[config.mk]
export PLATFORM = sky130hd
export DESIGN_NAME = pio_decoder
export DESIGN_NICKNAME = d
export VERILOG_FILES = /design/src/rtl/pio_decoder.sv
export SDC_FILE = /design/constraint.sdc
export NUM_CORES = 1
export LEC_CHECK = 0
export BUFFER_PORTS_ARGS = -buffer_cell sky130_fd_sc_hd__clkbuf_2
export CAP_MARGIN = 20
export CORE_MARGIN = 2
export CORE_UTILIZATION = 60
export CTS_CLUSTER_SIZE = 16
export DETAILED_ROUTE_END_ITERATION = 12
export PLACE_DENSITY = 0.74
export SETUP_SLACK_MARGIN = 0.3
export SLEW_MARGIN = 20
export SYNTH_ARGS = -nofsm -noshare
export SYNTH_HDL_FRONTEND = slang
export SYNTH_SLANG_ARGS = --single-unit
[constraint.sdc]
create_clock -name clk -period 4.8 [get_ports clk]
set_input_delay 0.48 -clock clk [delete_from_list [all_inputs] [get_ports clk]]
set_output_delay 0.48 -clock clk [all_outputs]
set_load 0.05 [all_outputs]
[src/rtl/pio_decoder.sv]
module pio_decoder #(
  parameter int DW     = 8,
  parameter int MEM_AW = 6
) (
  input  logic          clk,
  input  logic          rst,
  input  logic [MEM_AW+1:0] port_sel,
  input  logic [DW-1:0] wr_data,
  input  logic          wr_stb,
  output logic [DW-1:0] rd_data
);
  localparam int PW    = MEM_AW + 2;
  localparam int DEPTH = 1 << MEM_AW;

  logic [DW-1:0] mem [DEPTH];
  logic [DW-1:0] reg_q;
  logic          flag_q;

  logic [MEM_AW-1:0] word_addr;
  logic sel_mem, sel_reg, sel_flag;

  assign word_addr = port_sel[MEM_AW-1:0];
  assign sel_mem   = (port_sel[PW-1:PW-2] == 2'b00);
  assign sel_reg   = (port_sel[PW-1:PW-2] == 2'b01);
  assign sel_flag  = port_sel[PW-1];

  always_ff @(posedge clk)
    if (wr_stb && sel_mem) mem[word_addr] <= wr_data;

  always_ff @(posedge clk)
    if (rst)                  reg_q <= '0;
    else if (wr_stb && sel_reg) reg_q <= wr_data;

  always_ff @(posedge clk)
    if (rst)                   flag_q <= 1'b0;
    else if (wr_stb && sel_flag) flag_q <= wr_data[0];

  always_comb begin
    rd_data = '0;
    if (sel_flag)     rd_data[0] = flag_q;
    else if (sel_reg) rd_data = reg_q;
    else              rd_data = mem[word_addr];
  end
endmodule

# After elaboration in Yosys (flattened, before gate mapping)

Memories as Yosys holds them, arrays and structs flattened.
Index checks and enable logic that the tools add are counted.

Eq/ne operators: 1
Mux-type cells: 5
Reductions and logical operators: 4

Operators with widths:

| cell               | count |
|---|---|
| $mux 8             | 1 |
| $mux 7             | 1 |
| $logic_and 1x1->1  | 3 |
| $mux 1             | 3 |
| $eq 2x1->1 const B | 1 |
| $logic_not 2->1    | 1 |

Register bits: 9
Memory bits (writable): 512
Input port bits: 19
Word-level logic and storage cells: 13
Memories kept: 1

Memory list:

| memory | depth | bits a word | rd ports | clocked after memory_dff | wr ports | RTL line | text |
|---|---|---|---|---|---|---|---|
| mem    | 64    | 8           | 1        | 0                        | 1        | 15       | `logic [DW-1:0] mem [DEPTH];` |

# Logic depth before layout (Yosys ltp)

Gate-level depths: netlist of the first run.

Word-level depth: 4
Depth in mapped cells: 10
Mapped depth without buffers: 6

# Least setup slack after synthesis of the first run

Ideal clock, no wire load.

Path kind: input to output
Start point: input port port_sel[1]
End point: output port rd_data[3]
Data arrival time: 2864 ps
Data required time: 4320 ps
Path slack: 1456 ps
Stages on the path: 10
Buffers on the path: 4
Cell sequence: buf_6 buf_12 buf_6 buf_2 nand3b_1 o21ai_0 a21oi_1 a21oi_1 a21oi_1 a311oi_1

Word-level cells in the longest chain between the ends: 3

Ends and longest elaborated chain:

| item               | RTL line | text |
|---|---|---|
| start: declaration | 7        | `input logic [MEM_AW+1:0] port_sel,` |
| $mem_v2 64x8       | n/a      |  |
| $mux 8             | 41       | `else if (sel_reg) rd_data = reg_q;` |
| $mux 7             | 40       | `if (sel_flag) rd_data[0] = flag_q;` |
| end: declaration   | 10       | `output logic [DW-1:0] rd_data` |

No other way between the ends.

# Worst setup path after layout of the first run

Start point: input port port_sel[0]
End point: output port rd_data[6]

Same word-level chain as after synthesis.

==> results of run 1 <==
[where the power goes]
group	switching, mW	leakage, nW	internal (mW)
Sequential	0.00372	4.67	5.01
Combinational	0.371	1.97	0.155
Clock	1.62	0.756	2.11
Total	1.99	7.40	7.27
[layer usage]
layer / routed length, um / track usage [%] / vias up
li1: - / - / 4913
met1: 20000 / 42.3 / 5997
met2: 24600 / 46.2 / 857
met3: 6220 / 6.62 / 174
met4: 2950 / 14.2 / 4
met5: 17 / 0 / -
[stage by stage]
step	cell area (um^2)	setup WS, ps	std cells
after floorplan	20700	1460	1196
after global placement	21300	895	1647
after detailed placement	21300	921	1647
after CTS	22800	925	1736
after global routing	22800	760	1736
final	22800	729	1736
[sequential cells by signal (all words and copies together) (netlist names)]
signal,count
reg_q,8
mem,512
flag_q,1
[worst max path at each step]
stage                           start    endpoint  slack [ps]  depth (start not counted)
final                     port_sel[0]  rd_data[6]         730                          7
after global routing      port_sel[0]  rd_data[3]         760                          8
after CTS                 port_sel[0]  rd_data[0]         920                          8
after detailed placement  port_sel[0]  rd_data[0]         920                          8
after global placement    port_sel[0]  rd_data[3]         890                          8
after floorplan           port_sel[1]  rd_data[3]        1460                         10
[Yosys cell counts, types with 3 or more instances]
cell type and instances:
a211oi_1 5, a21o_1 3, a21oi_1 42, a221o_1 3
a221oi_1 42, a22o_1 4, a22oi_1 36, a311oi_1 4
a31oi_1 13, and2_1 5, buf_2 27, buf_4 16
buf_6 7, clkbuf_1 20, dfxtp_1 9, edfxtp_1 512
inv_1 7, mux2_2 33, mux2i_1 98, mux4_2 33
nand2_1 38, nand2b_1 4, nand3_1 22, nand3b_1 3
nor2_1 97, nor2b_1 10, o21a_1 3, o21ai_0 26
o22a_1 4, o22ai_1 21, o31a_1 3
[critical path: cells and delay by family]
family | cells | cell delay [ps]
AND/OR/NAND/NOR | 2 | 1320
AO/OA/AOI/OAI | 3 | 900
buffers and inverters | 2 | 820
[layout make-up]
cell class	count	area [um^2]
Clock inverter	28	180
Inverter	10	37.5
Sequential cell	521	15600
Clock buffer	61	1360
Fill cell	2203	11400
Multi-Input combinational cell	589	4640
Timing Repair Buffer	72	499
Tap cell	455	569
[cell families after synthesis]
group	count (synthesis)	share of synthesized area (%)
buf+inv	86	2.48
simple gates	194	4.18
mux	165	10.2
flops	521	75.1
compound gates	230	7.96
==> impl.org, run 1 <==
** Outcome
- Outcome :: finished, final reports clean

** Global route
- Antenna violations before repair :: 2
- Global-route wire length before repair :: 78400 um
- The number of global-route vias before repair was 11500.
- Global-route total usage across every layer :: 30.3%
- Summed over all layers, the global routing overflow is 0.
- Maximum number of pins on one net before global-route repair :: 74

** Setup path
- Among all stages on the critical path, the largest delay is contributed by nor2_1.
- At the worst endpoint, the required time is 4320 ps.
- Endpoint of the lowest-slack register-to-register path :: reg_q[5]
- Walking the worst path, the cells encountered are buf_4 -> nand2_1 -> nor2_1 -> a221oi_1 -> o21ai_0 -> o31a_1 -> clkbuf_2.
- The number of cells on the worst reg-to-reg path is 2.
- In this run the critical register-to-register path is launched from reg_q[5].
- Type of the worst setup path :: in2out
- Largest stage delay on the critical path :: 890 ps
- Category of the worst setup path capture point :: output port
- Along the worst path, the maximum fanout reaches 46.
- The setup check on the worst reg-to-reg path leaves a slack of 4180 ps.
- Worst Path Arrival :: 3590 ps
- STA classifies the critical path startpoint as an input pin.

** Routing
- The first routing iteration left 2025 violations.
- Length of the first detailed-routing pass in iterations :: 8
- Using the TritonRoute via totals, the vias-per-cell ratio works out to 6.88.
- The routed layout has 11900 vias.
- Final wirelength :: 53900 um
- After detailed routing, the number of remaining DRC violations is 0.
- Final routed wire length divided by cell count :: 31.0 um
- DRT antenna net count :: 0

** Clock tree
- The number of setup buffers added after CTS is 0.
- CTS saw 521 sinks.
- Longest Clk Path Bufs :: 3
- H-tree levels :: 2
- Total CTS buffers :: 51
- TritonCTS built the clock tree.
- Clock latency on the worst-skew pair, taken at its later pin, is 560 ps.
- The number of gates resized after CTS was 0.
- Clock-pin slew on the worst setup and hold paths :: 70 ps
- Total of hold buffers inserted after clock tree synthesis :: 0
- Clock tree synthesis selected as its root buffer the cell clkbuf_16.

** Synth
- Number of flops mapped to enable cells by yosys :: 512
- Counting every instance in the synthesized netlist gives 1196.
- The synthesized netlist occupies a cell area of 20700 um^2.
- After synthesis, flip-flops and latches occupy 75.1% of the total area.
- Post-synth net total :: 1215
- After synthesis the netlist holds a flip-flop and latch count of 521.
- Ys Warns :: 0
- Fraction of synthesis flops using an asynchronous set or reset pin :: 0%
- In this run the mean area of a mapped cell was 17.3 um^2.
- The synthesized design devotes to its leading area cell type 74.3% of total area.
- The most used flip-flop cell after synthesis is edfxtp_1.
- Most area-hungry cell type in the Yosys netlist :: edfxtp_1
- Count of cell types in the netlist :: 66
- By area the synthesized netlist is led by edfxtp_1, mux2i_1, mux4_2, mux2_2, a221oi_1.

** STA
- Worst-case hold slack :: 266 ps
- Max Slew Vio Count :: 0
- For the pin with the worst max-slew slack, the measured transition is 1080 ps.
- Skew final :: 0 ps
- Number of failing setup endpoints in the final timing report :: 0
- Dividing the final minimum period by the clock period gives 84.8%.
- Setup repair after global routing left no endpoint under its margin.
- Number of endpoints with negative hold slack in the final report :: 0
- Fmax achieved :: 246 MHz
- In this run the tightest slew margin relative to its limit is 28.1%.
- Adding up every negative setup slack in the final design gives 0 ps.
- The routed design could run at a clock period as short as 4070 ps.

** Floorplan
- The total area inside the core boundary comes to 34300 um^2.
- The die covers 36000 um^2.
- The initialized floorplan defines 68 standard-cell rows.
- The die is 190 um tall.
- Top-level port count :: 27
- Horizontal die dimension :: 190 um
- Effective utilization at floorplan :: 60.4%

** Cells and area
- Final-stage net count :: 1264
- 0 antenna diodes ended up in the layout.
- Highest-count cells in the layout ignoring fill and taps :: edfxtp_1, mux2i_1, nor2_1
- Leading cell type in the layout, fill and taps excluded :: edfxtp_1
- The post-route netlist has 17.0% of its cells at a drive strength greater than 1.
- P&R area growth vs syn :: 10.3%
- Final core utilization :: 66.6%

** Pwr
- For this design the ratio of total power to cell area is 405 nW/um^2.
- The worst-case IR drop observed on VDD is 0.332 mV.
- Leakage power figure :: 7.40 nW
- Summing internal, switching and leakage power gives 9.26 mW.

** Hold path
- For hold timing, the worst endpoint is reg_q[7].
- In this run the most critical hold path is launched from rst.
- The path class of the tightest hold or removal check is in2reg.
- The worst hold path passes through 2 cells.

** Placed design
- Port buffering added 26 buffers.
- The congestion estimate from routability-driven global placement came to 0.923.
- The HPWL after detailed placement is 32500 um.

** Run
- Total of max-cap violations :: 0
Power figures use the tool's default switching activity.
==> run 2: changes to the inputs <==
--- a/config.mk
+++ b/config.mk
@@ -8,10 +8,10 @@
 export BUFFER_PORTS_ARGS = -buffer_cell sky130_fd_sc_hd__clkbuf_2
 export CAP_MARGIN = 20
 export CORE_MARGIN = 2
-export CORE_UTILIZATION = 60
+export CORE_UTILIZATION = 56
 export CTS_CLUSTER_SIZE = 16
 export DETAILED_ROUTE_END_ITERATION = 12
-export PLACE_DENSITY = 0.74
+export PLACE_DENSITY = 0.73
 export SETUP_SLACK_MARGIN = 0.3
 export SLEW_MARGIN = 20
 export SYNTH_ARGS = -nofsm -noshare
==> constraint.sdc (replaced) <==
create_clock -name clk -period 3.5 [get_ports clk]
set_input_delay 0.35 -clock clk [delete_from_list [all_inputs] [get_ports clk]]
set_output_delay 0.35 -clock clk [all_outputs]
set_load 0.05 [all_outputs]
==> run 2 against run 1 <==
  * Routed wire length increased by 2.9%
  * First-iteration DRC count decreased by 14%
  * Via count is 3.4% higher
  * Clock skew unchanged
  * Clock power grew 43%
  * Register-to-register slack worse by 1300 ps
  * Worst hold slack got worse by 210 ps
  * Worst setup slack lost 340 ps
  * Largest power group unchanged
==> impl.org, run 2 (synthesis results as in run 1) <==
** Pwr
- Power density cells :: 542 nW/um^2 (+34%)
- Part of the power in combinational logic :: 6.2% (+0.5 points)
- The clock share of power was 40.9% (+0.7 points).
- The total leakage power was 8.03 nW (+8.6%).
- Maximum vdd ir drop :: 0.454 mV (+37%)
- Sequential power share :: 52.9% (-1.2 points)
- Reported net switching power :: 2.81 mW (+41%)
- The internal power was 10.2 mW (+40%).
- The net switching fraction of the power is 21.6% (+0.086 points).
- Total Power :: 13.0 mW (+40%)

** Global route
- Via count of the first global-routing pass :: 11900 (+3.0%)
- Global-route total usage across every layer :: 29.5% (-0.81 points)
- Residual overflow from global routing :: 0 (unchanged)
- The met1 global-route usage is 40.6% (-1.7 points).
- The initial antenna violation count came to 6 (+4).
- Global-route wire length before repair :: 80600 um (+2.8%)
- The met3 usage was 7.07% (+0.44 points).
- The routing usage on met2 is 44.8% (-1.4 points).
- The maximum number of pins on one net before global-route repair was 47 (-36%).
- GR peak layer :: met2

** Hold path
- Worst Hold Depth :: 2 (unchanged)
- In this run the worst hold path is classified as in2reg.
- Startpoint of the most critical hold path :: rst
- For hold timing, the worst endpoint is reg_q[4].

** Floorplan
- Effective utilization at floorplan :: 56.7% (-3.7 points)
- The number of rows in the core area was 70 (+2.9%).
- The count of boundary I/O pins came to 27 (unchanged).
- The area of the core came to 36500 um^2 (+6.5%).
- The die height came to 196 um (+3.4%).
- The full die area came to 38500 um^2 (+7.0%).
- The die extent in x came to 196 um (+3.4%).

** Cells and area
- The final design utilization is 65.6% (-0.96 points).
- The sequential cell area in the final layout was 15600 um^2 (unchanged).
- Ranked by flip-flop count, first place goes to mem.
- Post-Layout Inst Area :: 24000 um^2 (+5.0%)
- Highest-count cells in the layout ignoring fill and taps :: edfxtp_1, buf_4, nor2_1, mux2i_1, clkbuf_16
- The post-layout net count came to 1363 (+7.8%).
- The post-layout instance count excluding filler cells was 1856 (+6.9%).
- The layout filler cell count is 2401 (+9.0%).
- Registers with the highest flip-flop counts :: mem (512), reg_q (8), flag_q (1)
- P&R area growth vs syn :: 15.8%
- Fraction of layout cells with a size suffix above 1 :: 23.9% (+6.9 points)
- Largest register FFs :: 512 (unchanged)
- The footprint of the multi-input gates is 4680 um^2 (+0.89%).
- Leading cell type in the layout, fill and taps excluded :: edfxtp_1

** Setup path
- The worst-path maximum fanout was 38 (-17%).
- The data required time at the worst endpoint is 3150 ps (-1170 ps).
- In this run the critical register-to-register path is launched from reg_q[2].
- Register-to-Register Setup Slack :: 2870 ps (-1310 ps)
- Worst Path Arrival :: 2760 ps (-830 ps)
- In this run the critical register-to-register path is captured at reg_q[2].
- Type of the worst setup path :: in2out
- Category of the worst setup path capture point :: output port
- FF-to-FF path depth :: 2 (unchanged)
- The worst setup path is launched from an input pin.

** Clock tree
- The number of sinks on the clock net came to 521 (unchanged).
- The number of clock buffers inserted by TritonCTS is 50 (-2.0%).
- The hold-fix buffer count after cts is 0 (unchanged).
- Latest clock arrival within the worst-skew pair :: 600 ps (+40 ps)
- H-tree levels :: 2 (unchanged)
- Longest Clk Path Bufs :: 3 (unchanged)
- The tree is rooted in a clkbuf_16.
- Count of cells resized by post-cts repair :: 2 (+2)
- CTS tree :: yes
- Clock-pin slew on the worst setup and hold paths :: 60 ps (about the same)
- Number of post-CTS setup repair buffers :: 0 (unchanged)

** Routing
- Vias post-DR :: 12400 (+3.4%)
- The number of iterations in the first detailed-routing pass was 5 (-3).
- Final wirelength :: 55400 um (+2.9%)
- Final routed wire length divided by cell count :: 29.9 um (-3.8%)
- Violation count after the first detailed-routing iteration :: 1732 (-14%)
- Number of remaining DRC errors :: 0 (unchanged)
- The remaining antenna violation count after routing came to 0 (unchanged).
- Per-cell via count in the routed design :: 6.66 (-3.3%)

** STA
- Total negative slack for setup checks :: 0 ps (unchanged)
- Based on the critical path, the design can be clocked at up to 321 MHz.
- The routed design could run at a clock period as short as 3110 ps.
- The worst hold margin was 52.8 ps (-213 ps).
- Transition time at the pin with the least slew margin :: 962 ps (-114 ps)
- Relative max-transition margin :: 35.9% (+7.8 points)
- Setup repair after global routing left no endpoint under its margin.
- Number of failing setup endpoints in the final timing report :: 0 (unchanged)
- The final number of hold-violating endpoints came to 0 (unchanged).
- Final worst slack :: 387 ps (-343 ps)
- Dividing the final minimum period by the clock period gives 88.9%.
- The number of max-slew violations in the final report was 0 (unchanged).
- The maximum clock skew at final layout is 0 ps (unchanged).

** Run
- Total of max-cap violations :: 0 (unchanged)

** Placed design
- The worst setup timing slack at the placement stage was 198 ps (-722 ps).
- Gp weighted congestion :: 0.956 (+3.5%)
- The placed wire-length estimate came to 35200 um (+8.1%).
- # placed instances :: 1760 (+6.9%)
- Placed cell area :: 22300 um^2 (+4.7%)
- Count of input and output buffers :: 26 (unchanged)

** Outcome
- Outcome :: finished, final reports clean
[run 2: changes by cell type in the layout (fill, tap and decap cells not counted), sizes merged]
cell	delta
buf	+107
bufinv	+2
clkbuf	-2
clkinv	-4
diode	+2
inv	+2
[run 2: critical path, stage by stage]
cell      delay, ps
buf_6           350
buf_4           270
inv_2            50
buf_4           240
a221oi_1        250
nor2_1           60
a221oi_1        420
o21ai_0         170
o31a_1          360
buf_12          180
[run 2: routing by layer]
metal / share of wire (%) / wire length (um)
met4: 4.5 / 2470
met5: 0.081 / 45
met1: 37 / 20500
met3: 12 / 6630
met2: 46 / 25700
[run 2: power by group through the flow]
| stage | clock, mW | combinational, mW | sequential, mW |
|---|---|---|---|
| after floorplan | 0 | 0.409 | 7.00 |
| after global placement | 0 | 0.771 | 7.00 |
| after detailed placement | 0 | 0.780 | 7.00 |
| after CTS | 5.36 | 0.785 | 6.87 |
| after global routing | 5.58 | 0.838 | 6.87 |
| final | 5.31 | 0.809 | 6.87 |
[run 2: area by class of cell]
type                       count  share of cell area, %
multi-input combinational    589                   19.5
sequential                   521                   64.9
clock inverter                28                   1.06
antenna                        2                 0.0209
tap                          468                   2.44
clock buffer                  66                   5.68
timing repair buffer         172                   6.23
inverter                      10                  0.157
[run 2: worst max path at each step]
stage          depth (start not counted)   startpoint    endpoint
3_3_place_gp                           9  port_sel[1]  rd_data[2]
6_report                              10  port_sel[2]  rd_data[6]
5_1_grt                                8   mem[22][4]  rd_data[4]
3_5_place_dp                           9  port_sel[1]  rd_data[2]
4_1_cts                                9  port_sel[2]  rd_data[2]
2_1_floorplan                         10  port_sel[1]  rd_data[3]
==> run 3: changes to the inputs <==
--- a/config.mk
+++ b/config.mk
@@ -11,6 +11,8 @@
 export CORE_UTILIZATION = 56
 export CTS_CLUSTER_SIZE = 16
 export DETAILED_ROUTE_END_ITERATION = 12
+export GPL_TIMING_DRIVEN = 0
+export HOLD_SLACK_MARGIN = 0.06
 export PLACE_DENSITY = 0.73
 export SETUP_SLACK_MARGIN = 0.3
 export SLEW_MARGIN = 20
==> run 3 against run 2 <==
  * Worst hold slack gained 110 ps
  * Cell area shrank 2.8%
  * Utilization shrank 1.8 points
==> impl.org, run 3 (synthesis results as in run 1) <==
** Cells and area
- P&R area growth vs syn :: 12.6%
- Largest register FFs :: 512 (unchanged)
- Final-stage net count :: 1291 (-5.3%)
- Leading cell type in the layout, fill and taps excluded :: edfxtp_1
- The library cells used most frequently in the layout, excluding fill and tap cells, are edfxtp_1, nor2_1, mux2i_1.
- The count of antenna diodes in the layout was 0 (-2).
- The share of layout cells above drive strength 1 came to 19.5% (-4.4 points).
- More flip-flops sit in one register than any other, and that register is mem.
- Number of non-filler instances in the completed layout :: 1781 (-4.0%)
- Registers with the highest flip-flop counts :: mem (512), reg_q (8), flag_q (1)

** Placed design
- The cell count after placement was 1687 (-4.1%).
- Gp weighted congestion :: 1.06 (+11%)
- The number of buffers inserted by port buffering came to 23 (-12%).
- The placed wire-length estimate was 39600 um (+13%).

** Outcome
- The run finished with clean final reports.

** Clock tree
- The worst-case clock buffer depth is 3 (unchanged).
- Clock Root Buffer :: clkbuf_16
- CTS tree :: yes
- The clock transition at the registers of the reported paths is 60 ps (about the same).
- Total CTS buffers :: 50 (unchanged)
- Total of hold buffers inserted after clock tree synthesis :: 0 (unchanged)
- The number of sinks on the clock net came to 521 (unchanged).
- The H-tree depth was 2 (unchanged).
- Latest clock arrival within the worst-skew pair :: 570 ps (-30 ps)

** Floorplan
- The count of boundary I/O pins was 27 (unchanged).
- Die area :: 38500 um^2 (unchanged)
- Horizontal die dimension :: 196 um (unchanged)
- Effective utilization at floorplan :: 56.7% (unchanged)
- Area of the core :: 36500 um^2 (unchanged)
- The die height is 196 um (unchanged).
- Row count :: 70 (unchanged)

** STA
- Relative max-transition margin :: 30.5% (-5.4 points)
- Max Slew Vio Count :: 0 (unchanged)
- Number of endpoints with negative hold slack in the final report :: 0 (unchanged)
- The achievable frequency was 302 MHz (-6.0%).
- The actual slew at the worst max-slew pin was 1040 ps (+77.0 ps).
- Worst-case hold slack :: 165 ps (+112 ps)
- Setup repair after global routing could not meet its margin everywhere.
- The number of setup violations in the final report is 0 (unchanged).
- Skew final :: 0 ps (unchanged)
- The post-route clock period utilization is 94.6% (+5.6 points).
- Minimum period implied by the final worst setup slack :: 3310 ps (+197 ps)

** Pwr
- Internal power consumption :: 10.3 mW (+0.66%)
- Leakage power figure :: 7.54 nW (-6.1%)
- Maximum vdd ir drop :: 0.422 mV (-7.1%)
- The power share of the combinational group was 6.6% (+0.4 points).
- The power per cell area came to 565 nW/um^2 (+4.3%).
- Switching share of power :: 22.2% (+0.56 points)
- The clock share of power was 41.2% (+0.3 points).
- Reported net switching power :: 2.92 mW (+4.0%)
- Sequential power share :: 52.2% (-0.7 points)

** Hold path
- Startpoint of the most critical hold path :: rst
- The worst hold path belongs to the class in2reg.

** Setup path
- STA classifies the critical path endpoint as an output port.
- The worst-path maximum fanout was 10 (-74%).
- By startpoint and endpoint, the worst setup path is classified as in2out.
- Crit path launch type :: input pin
- The data required time at the worst endpoint was 3150 ps (about the same).
- The data arrival at the endpoint of the critical path is 2960 ps (+200 ps).
- The worst register-to-register path begins at flag_q.
- The critical path starts at port_sel[0].

** Routing
- The final wirelength is 63700 um (+15%).
- Vias post-DR :: 12700 (+2.8%)
- The detail-routed via count per cell came to 7.13 (+7.1%).
- The number of iterations in the first detailed-routing pass is 8 (+3).
- Final routed wire length divided by cell count :: 35.8 um (+20%)
- The number of design rule violations left after detail routing is 0 (unchanged).
- Violation count after the first detailed-routing iteration :: 2209 (+28%)
- DRT antenna net count :: 0 (unchanged)

** Global route
- Antenna violations before repair :: 0 (-6)
- The number of global-route vias before repair was 12000 (+0.65%).
- Global-route wire length before repair :: 88600 um (+10%)
- Residual overflow from global routing :: 0 (unchanged)
- The maximum number of pins on one net before global-route repair was 67 (+43%).
- The total global-route track usage came to 33.4% (+3.9 points).

** Run
- The max-cap check violation count was 0 (unchanged).
run 3: changes by cell type in the layout (fill, tap and decap cells not counted), moves of 6 or more:
| cell | before | now |
|---|---|---|
| buf_12 | 18 | 4 |
| buf_2 | 1 | 14 |
| buf_6 | 5 | 15 |
| mux2i_2 | 0 | 6 |
| clkbuf_4 | 0 | 13 |
| buf_4 | 132 | 18 |
| clkbuf_1 | 11 | 28 |
run 3: final cells by class:
| class | instances | area, um^2 |
|---|---|---|
| plain buffers | 75 | 598 |
| clock buffers | 68 | 1380 |
| clock inverters | 25 | 254 |
| fillers | 2482 | 13200 |
| inverters | 10 | 40.0 |
| multi-input cells | 589 | 4730 |
| flip-flops and latches | 521 | 15600 |
| well taps | 468 | 586 |
| repair buffers | 25 | 160 |
run 3: critical path: stages:
cell and delay, ps:
clkbuf_2 180, buf_6 220, buf_2 290, buf_4 340, buf_4 320, nand2_1 80, a21oi_1 280, a21oi_1 90
a311oi_2 430, clkbuf_4 340
run 3: power groups by stage:
stage / logic [mW] / clock network, mW / registers (mW)
floorplan: 0.409 / 0 / 7.00
global placement: 0.783 / 0 / 7.01
detailed placement: 0.799 / 0 / 7.00
CTS: 0.823 / 5.41 / 6.87
global route: 0.878 / 5.64 / 6.87
finish: 0.874 / 5.43 / 6.87
run 3: routing by layer:
| metal | wire, um | part of all wire [%] | vias to the layer above | track usage, % |
|---|---|---|---|---|
| li1 | - | - | 4977 | - |
| met1 | 22900 | 36 | 6323 | 46.1 |
| met2 | 27900 | 44 | 1156 | 49.6 |
| met3 | 9050 | 14 | 238 | 8.65 |
| met4 | 3820 | 6.0 | 0 | 16.9 |
| met5 | 0 | 0 | - | 0 |
run 3: worst paths after layout:
kind	cells past startpoint	slack [ps]	end
worst max-delay path	10	190	rd_data[3]
worst min-delay path	2	160	reg_q[4]
worst max register to register	2	2800	flag_q
worst min register to register	2	460	reg_q[7]
run 3: what timing repair did:
item                                   CTS  global route
gates resized for setup                 49            25
pin swaps                                2             7
endpoints found under the hold margin    0             0
buffers inserted                         0             2
setup endpoints to repair                8             7
run 3: stage by stage:
stage	TNS [ps]	area, um^2	setup slack, ps	utilization [%]	total power, mW
floorplan	0	20700	416	-	7.41
global placement	-2600	21400	-314	58.6	7.79
detailed placement	-5420	21400	-341	58.7	7.80
CTS	0	23200	258	63.6	13.1
global route	0	23300	224	63.8	13.4
finish	0	23300	190	63.8	13.2
